### src/rtl/wdog_pkg.sv
package wdog_pkg;

   typedef enum logic [2:0] {
      WR_RESTART,
      WR_ENABLE,
      WR_CAUSE,
      WR_BARK,
      WR_BITE,
      WR_NONE
   } wdog_reg_e;

   // Byte offset of each register for the two address maps.
   function automatic logic [7:0] reg_offset(input bit alt, input wdog_reg_e r);
      logic [7:0] off;
      case (r)
         WR_RESTART: off = alt ? 8'h38 : 8'h04;
         WR_ENABLE:  off = alt ? 8'h40 : 8'h08;
         WR_CAUSE:   off = alt ? 8'h44 : 8'h0C;
         WR_BARK:    off = alt ? 8'h4C : 8'h10;
         WR_BITE:    off = alt ? 8'h5C : 8'h14;
         default:    off = 8'hFF;
      endcase
      return off;
   endfunction

endpackage

### src/rtl/wdog_decode.sv
module wdog_decode #(
   parameter int ADDR_W     = 8,
   parameter bit LAYOUT_ALT = 1'b0
) (
   input  logic [ADDR_W-1:0]  addr,
   output wdog_pkg::wdog_reg_e which
);
   import wdog_pkg::*;

   localparam logic [ADDR_W-1:0] A_RESTART = ADDR_W'(reg_offset(LAYOUT_ALT, WR_RESTART));
   localparam logic [ADDR_W-1:0] A_ENABLE  = ADDR_W'(reg_offset(LAYOUT_ALT, WR_ENABLE));
   localparam logic [ADDR_W-1:0] A_CAUSE   = ADDR_W'(reg_offset(LAYOUT_ALT, WR_CAUSE));
   localparam logic [ADDR_W-1:0] A_BARK    = ADDR_W'(reg_offset(LAYOUT_ALT, WR_BARK));
   localparam logic [ADDR_W-1:0] A_BITE    = ADDR_W'(reg_offset(LAYOUT_ALT, WR_BITE));

   always_comb begin
      if      (addr == A_RESTART) which = WR_RESTART;
      else if (addr == A_ENABLE)  which = WR_ENABLE;
      else if (addr == A_CAUSE)   which = WR_CAUSE;
      else if (addr == A_BARK)    which = WR_BARK;
      else if (addr == A_BITE)    which = WR_BITE;
      else                        which = WR_NONE;
   end

endmodule

### src/rtl/wdog_ctrl.sv
module wdog_ctrl #(
   parameter int CNT_W = 29
) (
   input  logic                clk,
   input  logic                rst_n,
   input  logic                wr,
   input  wdog_pkg::wdog_reg_e which,
   input  logic [31:0]         wdata,
   output logic                en_q,
   output logic                en_d,
   output logic                restart,
   output logic [CNT_W-1:0]    bark_q,
   output logic [CNT_W-1:0]    bite_q
);
   import wdog_pkg::*;

   // Next enable state, seen by the core in the same cycle as the write.
   assign en_d    = (wr && which == WR_ENABLE) ? wdata[0] : en_q;
   assign restart = wr && (which == WR_RESTART) && wdata[0];

   always_ff @(posedge clk or negedge rst_n) begin
      if (!rst_n) begin
         en_q   <= 1'b0;
         bark_q <= '0;
         bite_q <= '0;
      end else begin
         en_q <= en_d;
         if (wr && which == WR_BARK) bark_q <= wdata[CNT_W-1:0];
         if (wr && which == WR_BITE) bite_q <= wdata[CNT_W-1:0];
      end
   end

endmodule

### src/rtl/wdog_core.sv
module wdog_core #(
   parameter int CNT_W = 29
) (
   input  logic             clk,
   input  logic             rst_n,
   input  logic             en_q,
   input  logic             en_d,
   input  logic             restart,
   input  logic [CNT_W-1:0] bark,
   input  logic [CNT_W-1:0] bite,
   output logic             irq_q,
   output logic             bite_q
);
   logic [CNT_W-1:0] cnt_q, cnt_d;
   logic             at_top, hit;

   always_comb begin
      at_top = (cnt_q >= bite);
      if (restart)             cnt_d = '0;
      else if (en_q && !at_top) cnt_d = cnt_q + CNT_W'(1);
      else                     cnt_d = cnt_q;
      hit = en_q && en_d && !restart && !at_top && (cnt_q + CNT_W'(1) == bite);
   end

   always_ff @(posedge clk or negedge rst_n) begin
      if (!rst_n) begin
         cnt_q  <= '0;
         irq_q  <= 1'b0;
         bite_q <= 1'b0;
      end else begin
         cnt_q  <= cnt_d;
         irq_q  <= en_d && (cnt_d >= bark);
         bite_q <= hit;
      end
   end

   // the reset request lasts one cycle
   a_r6_single_pulse: assert property (@(posedge clk) disable iff (!rst_n)
      bite_q |=> !bite_q);
   // a stopped counter drives neither output
   a_r3_quiet_when_off: assert property (@(posedge clk) disable iff (!rst_n)
      !en_q |-> (!irq_q && !bite_q));
   // the count holds at the bite threshold
   a_r7_saturate: assert property (@(posedge clk) disable iff (!rst_n)
      (en_q && !restart && cnt_q >= bite) |=> $stable(cnt_q));
   // a restart reloads zero
   a_r4_restart_zero: assert property (@(posedge clk) disable iff (!rst_n)
      restart |=> (cnt_q == '0));
   // the bark level holds while nothing clears it
   a_r5_level_holds: assert property (@(posedge clk) disable iff (!rst_n)
      (irq_q && !restart && en_d && $stable(bark)) |=> irq_q);

endmodule

### src/rtl/wdog_cause.sv
module wdog_cause (
   input  logic clk,
   input  logic por_n,
   input  logic bite,
   output logic cause_q
);
   always_ff @(posedge clk or negedge por_n) begin
      if (!por_n)    cause_q <= 1'b0;
      else if (bite) cause_q <= 1'b1;
   end

   // set by a bite, kept until power-on reset
   a_r8_set_on_bite: assert property (@(posedge clk) disable iff (!por_n)
      bite |=> cause_q);
   a_r8_sticky: assert property (@(posedge clk) disable iff (!por_n)
      cause_q |=> cause_q);

endmodule

### src/rtl/wdog_bark_bite.sv
module wdog_bark_bite #(
   parameter int CNT_W      = 29,
   parameter int ADDR_W     = 8,
   parameter bit LAYOUT_ALT = 1'b0
) (
   input  logic              clk,
   input  logic              rst_n,
   input  logic              por_n,
   input  logic              bus_wr,
   input  logic [ADDR_W-1:0] bus_addr,
   input  logic [31:0]       bus_wdata,
   output logic [31:0]       bus_rdata,
   output logic              bark_irq,
   output logic              bite_req
);
   import wdog_pkg::*;

   localparam int PAD_W = 32 - CNT_W;

   generate
      if (CNT_W < 2 || CNT_W > 32) begin : g_bad_cnt
         $error("wdog_bark_bite: CNT_W must lie in 2..32");
      end
      if (ADDR_W < 7) begin : g_bad_addr
         $error("wdog_bark_bite: ADDR_W must be at least 7");
      end
   endgenerate

   logic             sys_rst_n;
   wdog_reg_e        which;
   logic             en_q, en_d, restart, cause_q;
   logic [CNT_W-1:0] bark_q, bite_q;
   logic [31:0]      bark32, bite32;

   assign sys_rst_n = rst_n & por_n;

   wdog_decode #(.ADDR_W(ADDR_W), .LAYOUT_ALT(LAYOUT_ALT)) u_dec (
      .addr (bus_addr),
      .which(which)
   );

   wdog_ctrl #(.CNT_W(CNT_W)) u_ctrl (
      .clk    (clk),
      .rst_n  (sys_rst_n),
      .wr     (bus_wr),
      .which  (which),
      .wdata  (bus_wdata),
      .en_q   (en_q),
      .en_d   (en_d),
      .restart(restart),
      .bark_q (bark_q),
      .bite_q (bite_q)
   );

   wdog_core #(.CNT_W(CNT_W)) u_core (
      .clk    (clk),
      .rst_n  (sys_rst_n),
      .en_q   (en_q),
      .en_d   (en_d),
      .restart(restart),
      .bark   (bark_q),
      .bite   (bite_q),
      .irq_q  (bark_irq),
      .bite_q (bite_req)
   );

   wdog_cause u_cause (
      .clk    (clk),
      .por_n  (por_n),
      .bite   (bite_req),
      .cause_q(cause_q)
   );

   generate
      if (PAD_W == 0) begin : g_full
         assign bark32 = bark_q;
         assign bite32 = bite_q;
      end else begin : g_pad
         assign bark32 = {{PAD_W{1'b0}}, bark_q};
         assign bite32 = {{PAD_W{1'b0}}, bite_q};
      end
   endgenerate

   always_comb begin
      case (which)
         WR_ENABLE: bus_rdata = {31'b0, en_q};
         WR_CAUSE:  bus_rdata = {31'b0, cause_q};
         WR_BARK:   bus_rdata = bark32;
         WR_BITE:   bus_rdata = bite32;
         default:   bus_rdata = 32'b0;
      endcase
   end

endmodule

### config.mk
export PLATFORM = sky130hd
export DESIGN_NAME = wdog_bark_bite
export DESIGN_NICKNAME = d
export VERILOG_FILES = /design/src/rtl/wdog_pkg.sv /design/src/rtl/wdog_decode.sv /design/src/rtl/wdog_ctrl.sv /design/src/rtl/wdog_core.sv /design/src/rtl/wdog_cause.sv /design/src/rtl/wdog_bark_bite.sv
export SDC_FILE = /design/constraint.sdc
export NUM_CORES = 1
export LEC_CHECK = 0
export BUFFER_PORTS_ARGS = -buffer_cell sky130_fd_sc_hd__buf_2
export CORE_AREA = 2 2 114 116
export CTS_CLUSTER_DIAMETER = 30
export CTS_CLUSTER_SIZE = 30
export DETAILED_ROUTE_END_ITERATION = 10
export DIE_AREA = 0 0 116 118
export PLACE_DENSITY = 0.77
export RECOVER_POWER = 25
export SYNTH_ARGS = -nofsm -noshare
export SYNTH_HDL_FRONTEND = slang
export SYNTH_SLANG_ARGS = --single-unit
### constraint.sdc
create_clock -name clk -period 3.75 [get_ports clk]
set_input_delay 0.9375 -clock clk [delete_from_list [all_inputs] [get_ports clk]]
set_output_delay 0.9375 -clock clk [all_outputs]
set_load 0.01 [all_outputs]
Word level (Yosys, flattened, before mapping)
Index checks and enable logic that the tools add are counted.
{ "op_classes": {"n_addsub": 1, "magnitude_cmp": 2, "n_eq_ne": 10, "muxes": 9, "n_bitwise": 1, "n_reduce_logical": 14} }
{ "op_table": {"columns": ["operator", "n"], "rows": [
  ["$pmux W29 S4", 1],
  ["$ge A29 B29 Y1", 2],
  ["$mux W29", 2],
  ["$add A29 B1 Y29 const B", 1],
  ["$eq A29 B29 Y1", 1],
  ["$eq A8 B4 Y1 const B", 2],
  ["$eq A8 B5 Y1 const B", 2],
  ["$mux W3", 4],
  ["$logic_and A1 B1 Y1", 11],
  ["$eq A8 B3 Y1 const B", 1],
  ["$eq A3 B2 Y1 const B", 2],
  ["$eq A3 B1 Y1 const B", 1],
  ["$eq A3 B3 Y1 const B", 1],
  ["$logic_not A3 Y1", 1],
  ["$logic_not A1 Y1", 2],
  ["$mux W1", 2],
  ["$and A1 B1 Y1", 1]
]} }
{ "totals": {"register_bits": 91, "input_bits": 44, "output_inout_bits": 34, "word_cells": 44} }

Depth between registers and ports, before layout
{ "depth": {"word_depth": 13, "mapped_depth": 19} }

By module
A second synthesis with hierarchy kept.
{ "unflattened": {"hier_cells": 669, "area_unflattened_um2": 6673.9} }
{ "modules_own_cells": {"columns": ["module", "instances", "cells_each", "area_per_inst_um2"], "rows": [
  ["wdog_core", 1, 485, 3876.2],
  ["wdog_ctrl", 1, 129, 2274.7],
  ["wdog_bark_bite", 1, 45, 424.2],
  ["wdog_decode", 1, 8, 67.6],
  ["wdog_cause", 1, 2, 31.3]
]} }

Least setup slack after synthesis
No wires, ideal clock.
{ "synth_path": {"path_type": "register to register", "start": "register u_core.cnt_q[20]", "end": "register u_core.irq_q", "setup_time_ps": 127, "t_arrival_ps": 3483, "path_slack_ps": 140, "path_stages_with_launch": 19, "period_less_slack_ps": 3610, "path_cell_list": "dfrtp_1 ha_1 nand4_1 nor4_1 o21a_1 a21oi_1 a21oi_1 clkbuf_1 buf_2 o31ai_1 a21oi_1 ha_1 a21o_1 a21o_1 a21o_1 a211oi_1 o21ai_0 a21oi_1 o21ai_0"} }
{ "synth_via": {"elab_chain_len": 7, "word_cells_on_any_way": 8} }
{ "synth_lines": {"columns": ["element", "line", "rtl"], "rows": [
  ["start, declared", "wdog_core.sv:14", "logic [CNT_W-1:0] cnt_q, cnt_d;"],
  ["start signal, assigned", "wdog_core.sv:31", "cnt_q <= cnt_d;"],
  ["$ge A29 B29 Y1", "wdog_core.sv:18", "at_top = (cnt_q >= bite);"],
  ["$logic_not A1 Y1", "wdog_core.sv:20", "else if (en_q && !at_top) cnt_d = cnt_q + CNT_W'(1);"],
  ["$logic_and A1 B1 Y1", "wdog_core.sv:20", null],
  ["$mux W29", "wdog_core.sv:20", null],
  ["$mux W29", "wdog_core.sv:19", "if (restart) cnt_d = '0;"],
  ["named net u_core.cnt_d[14]", "wdog_core.sv:14", null],
  ["$ge A29 B29 Y1", "wdog_core.sv:32", "irq_q <= en_d && (cnt_d >= bark);"],
  ["$logic_and A1 B1 Y1", "wdog_core.sv:32", null],
  ["end signal, assigned", "wdog_core.sv:32", null],
  ["end, declared", "wdog_core.sv:11", "output logic irq_q,"]
]} }
The timed path passes the listed nets, and every way through them passes these cells.
A chain may end at the register's enable or synchronous reset.

Final worst setup path
Ends and elaborated chain as after synthesis.

==> results.md <==
- GPL Wtd Cong: 0.945
- Unrepaired setup endpoints after global routing: true
- Reg2reg start: u_core.cnt_q[20]$_DFF_PN0_
- Worst EP arrival: 4.11 ns
- Cell area power density: 325 nW/um^2
- Global-route wire length before repair: 31.2 mm
- Placement Rows: 41
- Num CTS Buffers: 9
- Commonest non-fill, non-tap cell in the layout: buf_4
- Final ANT Viol Nets: 0
- CP startpoint kind: flip-flop
- Leak pwr: 4.01 nW
- Initial core utilization: 53.6%
- Setup-failing EPs final: 1
- R2r endpoint: u_core.irq_q$_DFF_PN0_
- Skew-Pair Late Insertion Delay: 0.35 ns
- Slew margin rel.: -70.1%
- Vias per cell: 5.86
- Syn Std Cell Area: 6650 sq um
- Antenna violations before repair: 0
- DRC violations left: 0
- Failing checks: max-capacitance violations, max-slew violations, negative setup slack
- Number of nets in the layout: 996
- Die H: 118 microns
- Placeable Area: 12400 sq um
- Cells after synthesis: 745
- Post-layout minimum cycle time: 3.87 ns
- Worst path cell trace: ha_4 > nand4_1 > buf_4 > nor4_4 > buf_4 > o21a_1 > a21oi_2 > a21oi_4 > buf_6 > buf_4 > o31ai_1 > a21oi_2 > ha_1 > a21o_1 > a21o_1 > a21oi_2 > o211ai_1 > a21oi_2 > o21ai_1
- Hold-fix buffers at CTS: 0
- Reg2Reg Depth: 19
- Syn. warnings: 0
- Root Buffer: clkbuf_16
- Hold Slack: 0.350 ns
- Post-synth EDFFs: 0
- Worst VDD drop: 0.240 mV
- FFs w/ async S/R, synth: 100%
- Die X: 116 microns
- Hold Path Class: in -> async
- Met3 GRT Util: 3.86%
- PortBufs: 71
- Largest net degree at the start of global routing: 54
- Slew Viols, Final: 54
- Critical path class: reg -> reg
- Ant. Diodes: 0
- Reg clk slew, reported paths: 0.06 ns
- Aggregate global-route resource usage: 29.0%
- Detailed Route WL: 18.8 mm
- Drt wl/cell: 17.6 microns
- R2R Setup Slk: -0.12 ns
- Non-filler cells, final: 1066
- Fin crit share: 103%
- Clock Path Buffers: 2
- Initial DRC count: 365
- Largest stage delay on the critical path: 0.41 ns
- DP Cell Count: 1038
- Dominant synthesized flop cell: dfrtp_1
- Mean post-synth cell area: 8.92 sq um
- Final hold vios: 0
- Synth-to-layout area growth: 25.0%
- Seq/Total Area, Yosys: 34.2%
- DP Wirelength: 13.9 mm
- GRT met1 Usage: 37.5%
- Setup ws final: -0.123 ns
- Drt first pass iters: 5
- Top cell by count, worst path: a21oi_2
- Die Area: 13700 sq um
- GRT busiest layer: met2
- DR vias: 6244
- Grt met2 use: 48.0%
- CP endpoint kind: flip-flop
- CTS tree: built
- Clock skew: 0.00551 ns
- Max-cap violation count: 1
- Outcome: finished with violations
- Slew @ Worst Pin: 2.55 ns
- I/O pins: 78
- Most frequent cells in the layout: buf_4, dfrtp_1, buf_2
- Max frequency: 258 MHz
- H-tree depth: 3
- Worst Path Required: 3.98 ns
- Vias in the first global route: 6322
- Synth unique cells: 58
- Final setup TNS: -0.123 ns
- Synth Register Bits: 91
- Share of cells above drive strength 1: 29.4%
- Sink Count: 91
- Grt ovf: 0
- Critical-path top delay cell: dfrtp_1
- Crit-path max FO: 6
## metrics by stage
stage	power, mW	instance area, sq um	util [%]	setup slack, ns
2_1_floorplan	1.58	6660	-	0.140
3_3_place_gp	1.80	7730	62.3	-0.268
3_5_place_dp	1.84	7730	62.3	-0.433
4_1_cts	2.70	8290	66.7	-0.0269
5_1_grt	2.85	8310	67.0	-0.238
6_report	2.70	8310	67.0	-0.123
## cells by family after synthesis
kind of cell / Yosys count / synth area share (%)
AOI/OAI and AO/OA: 165 / 14.8
xor gates and xnor gates: 34 / 4.48
adders and majority gates: 59 / 11.1
buffers and inverters: 103 / 6.45
DFF: 91 / 34.2
muxes: 63 / 10.1
other: 1 / 0.0564
and+or+nand+nor: 229 / 18.8
## flip-flops by register name, summed over array words and instances, names as in the netlist
| signal | cells |
|---|---|
| u_cause.cause_q | 1 |
| u_core.cnt_q | 29 |
| u_ctrl.en_q | 1 |
| u_ctrl.bark_q | 29 |
| u_ctrl.bite_q | 29 |
| u_core.bite_q | 1 |
| u_core.irq_q | 1 |
## where the power goes
part | total (mW) | internal [mW] | switching (mW)
logic | 0.828 | 0.360 | 0.467
registers | 1.08 | 1.04 | 0.0349
clock network | 0.799 | 0.434 | 0.366
## timing repair
action	in CTS	in global routing
resized for setup	41	6
buffers inserted	12	3
setup endpoints to repair	1	1
gates cloned	1	0
pin swaps	36	6
## synth_stat cells, drive strengths merged (3+ instances only)
master  instances  area, sq um
nor2           39          146
and4            8         72.6
xnor2          25          219
and2            8         50.1
nand3          24          125
inv            62          233
and3            8         50.1
a211oi          5         37.5
nor3            9         50.1
nand4          26          184
o31ai          10         75.1
mux2           32          360
a21o           14          105
clkbuf         21         80.1
a21oi          50          250
a31oi           4         25.0
nor4            4         25.0
ha             59          738
xor2            9         78.8
or4            12         93.8
o211ai          6         50.1
or3            22          138
nand2          52          195
dfrtp          91         2280
o21ai          62          310
buf            20          116
nand3b          3         22.5
nand2b          5         31.3
mux2i          31          310
## metal layers
metal / share of wire, % / wire (microns)
met1: 42 / 7840
met5: 0 / 0
met3: 4.8 / 894
met4: 3.8 / 705
met2: 50 / 9340
## worst max path at each step
stage	startpoint	end	slack, ns	cells after the start
after floorplan	u_core.cnt_q[20]$_DFF_PN0_	u_core.irq_q$_DFF_PN0_	0.14	18
after CTS	u_core.cnt_q[17]$_DFF_PN0_	u_core.irq_q$_DFF_PN0_	-0.03	17
after global placement	u_ctrl.bite_q[20]$_DFFE_PN0P_	u_core.irq_q$_DFF_PN0_	-0.27	18
after detailed placement	u_ctrl.bite_q[27]$_DFFE_PN0P_	u_core.irq_q$_DFF_PN0_	-0.43	18
final	u_core.cnt_q[20]$_DFF_PN0_	u_core.irq_q$_DFF_PN0_	-0.12	19
after global routing	u_ctrl.bite_q[17]$_DFFE_PN0P_	u_core.irq_q$_DFF_PN0_	-0.24	20
## worst max-delay path, delay by kind of cell (launching register included)
kind / cells / cell delay, ns
AND/OR/NAND/NOR: 2 / 0.37
flip-flops: 1 / 0.41
buffers and inverters: 4 / 0.72
adder cells (fa/ha/maj): 2 / 0.55
AO/OA/AOI/OAI: 11 / 1.70
## layout make-up
class	count	area (sq um)
Clock buffer	11	233
Fill cell	1001	4100
Timing Repair Buffer	176	1190
Multi-Input combinational cell	553	4160
Sequential cell	91	2280
Clock inverter	1	5.00
Tap cell	172	215
Inverter	62	233
Note: power is estimated with default switching activity, not from simulation.
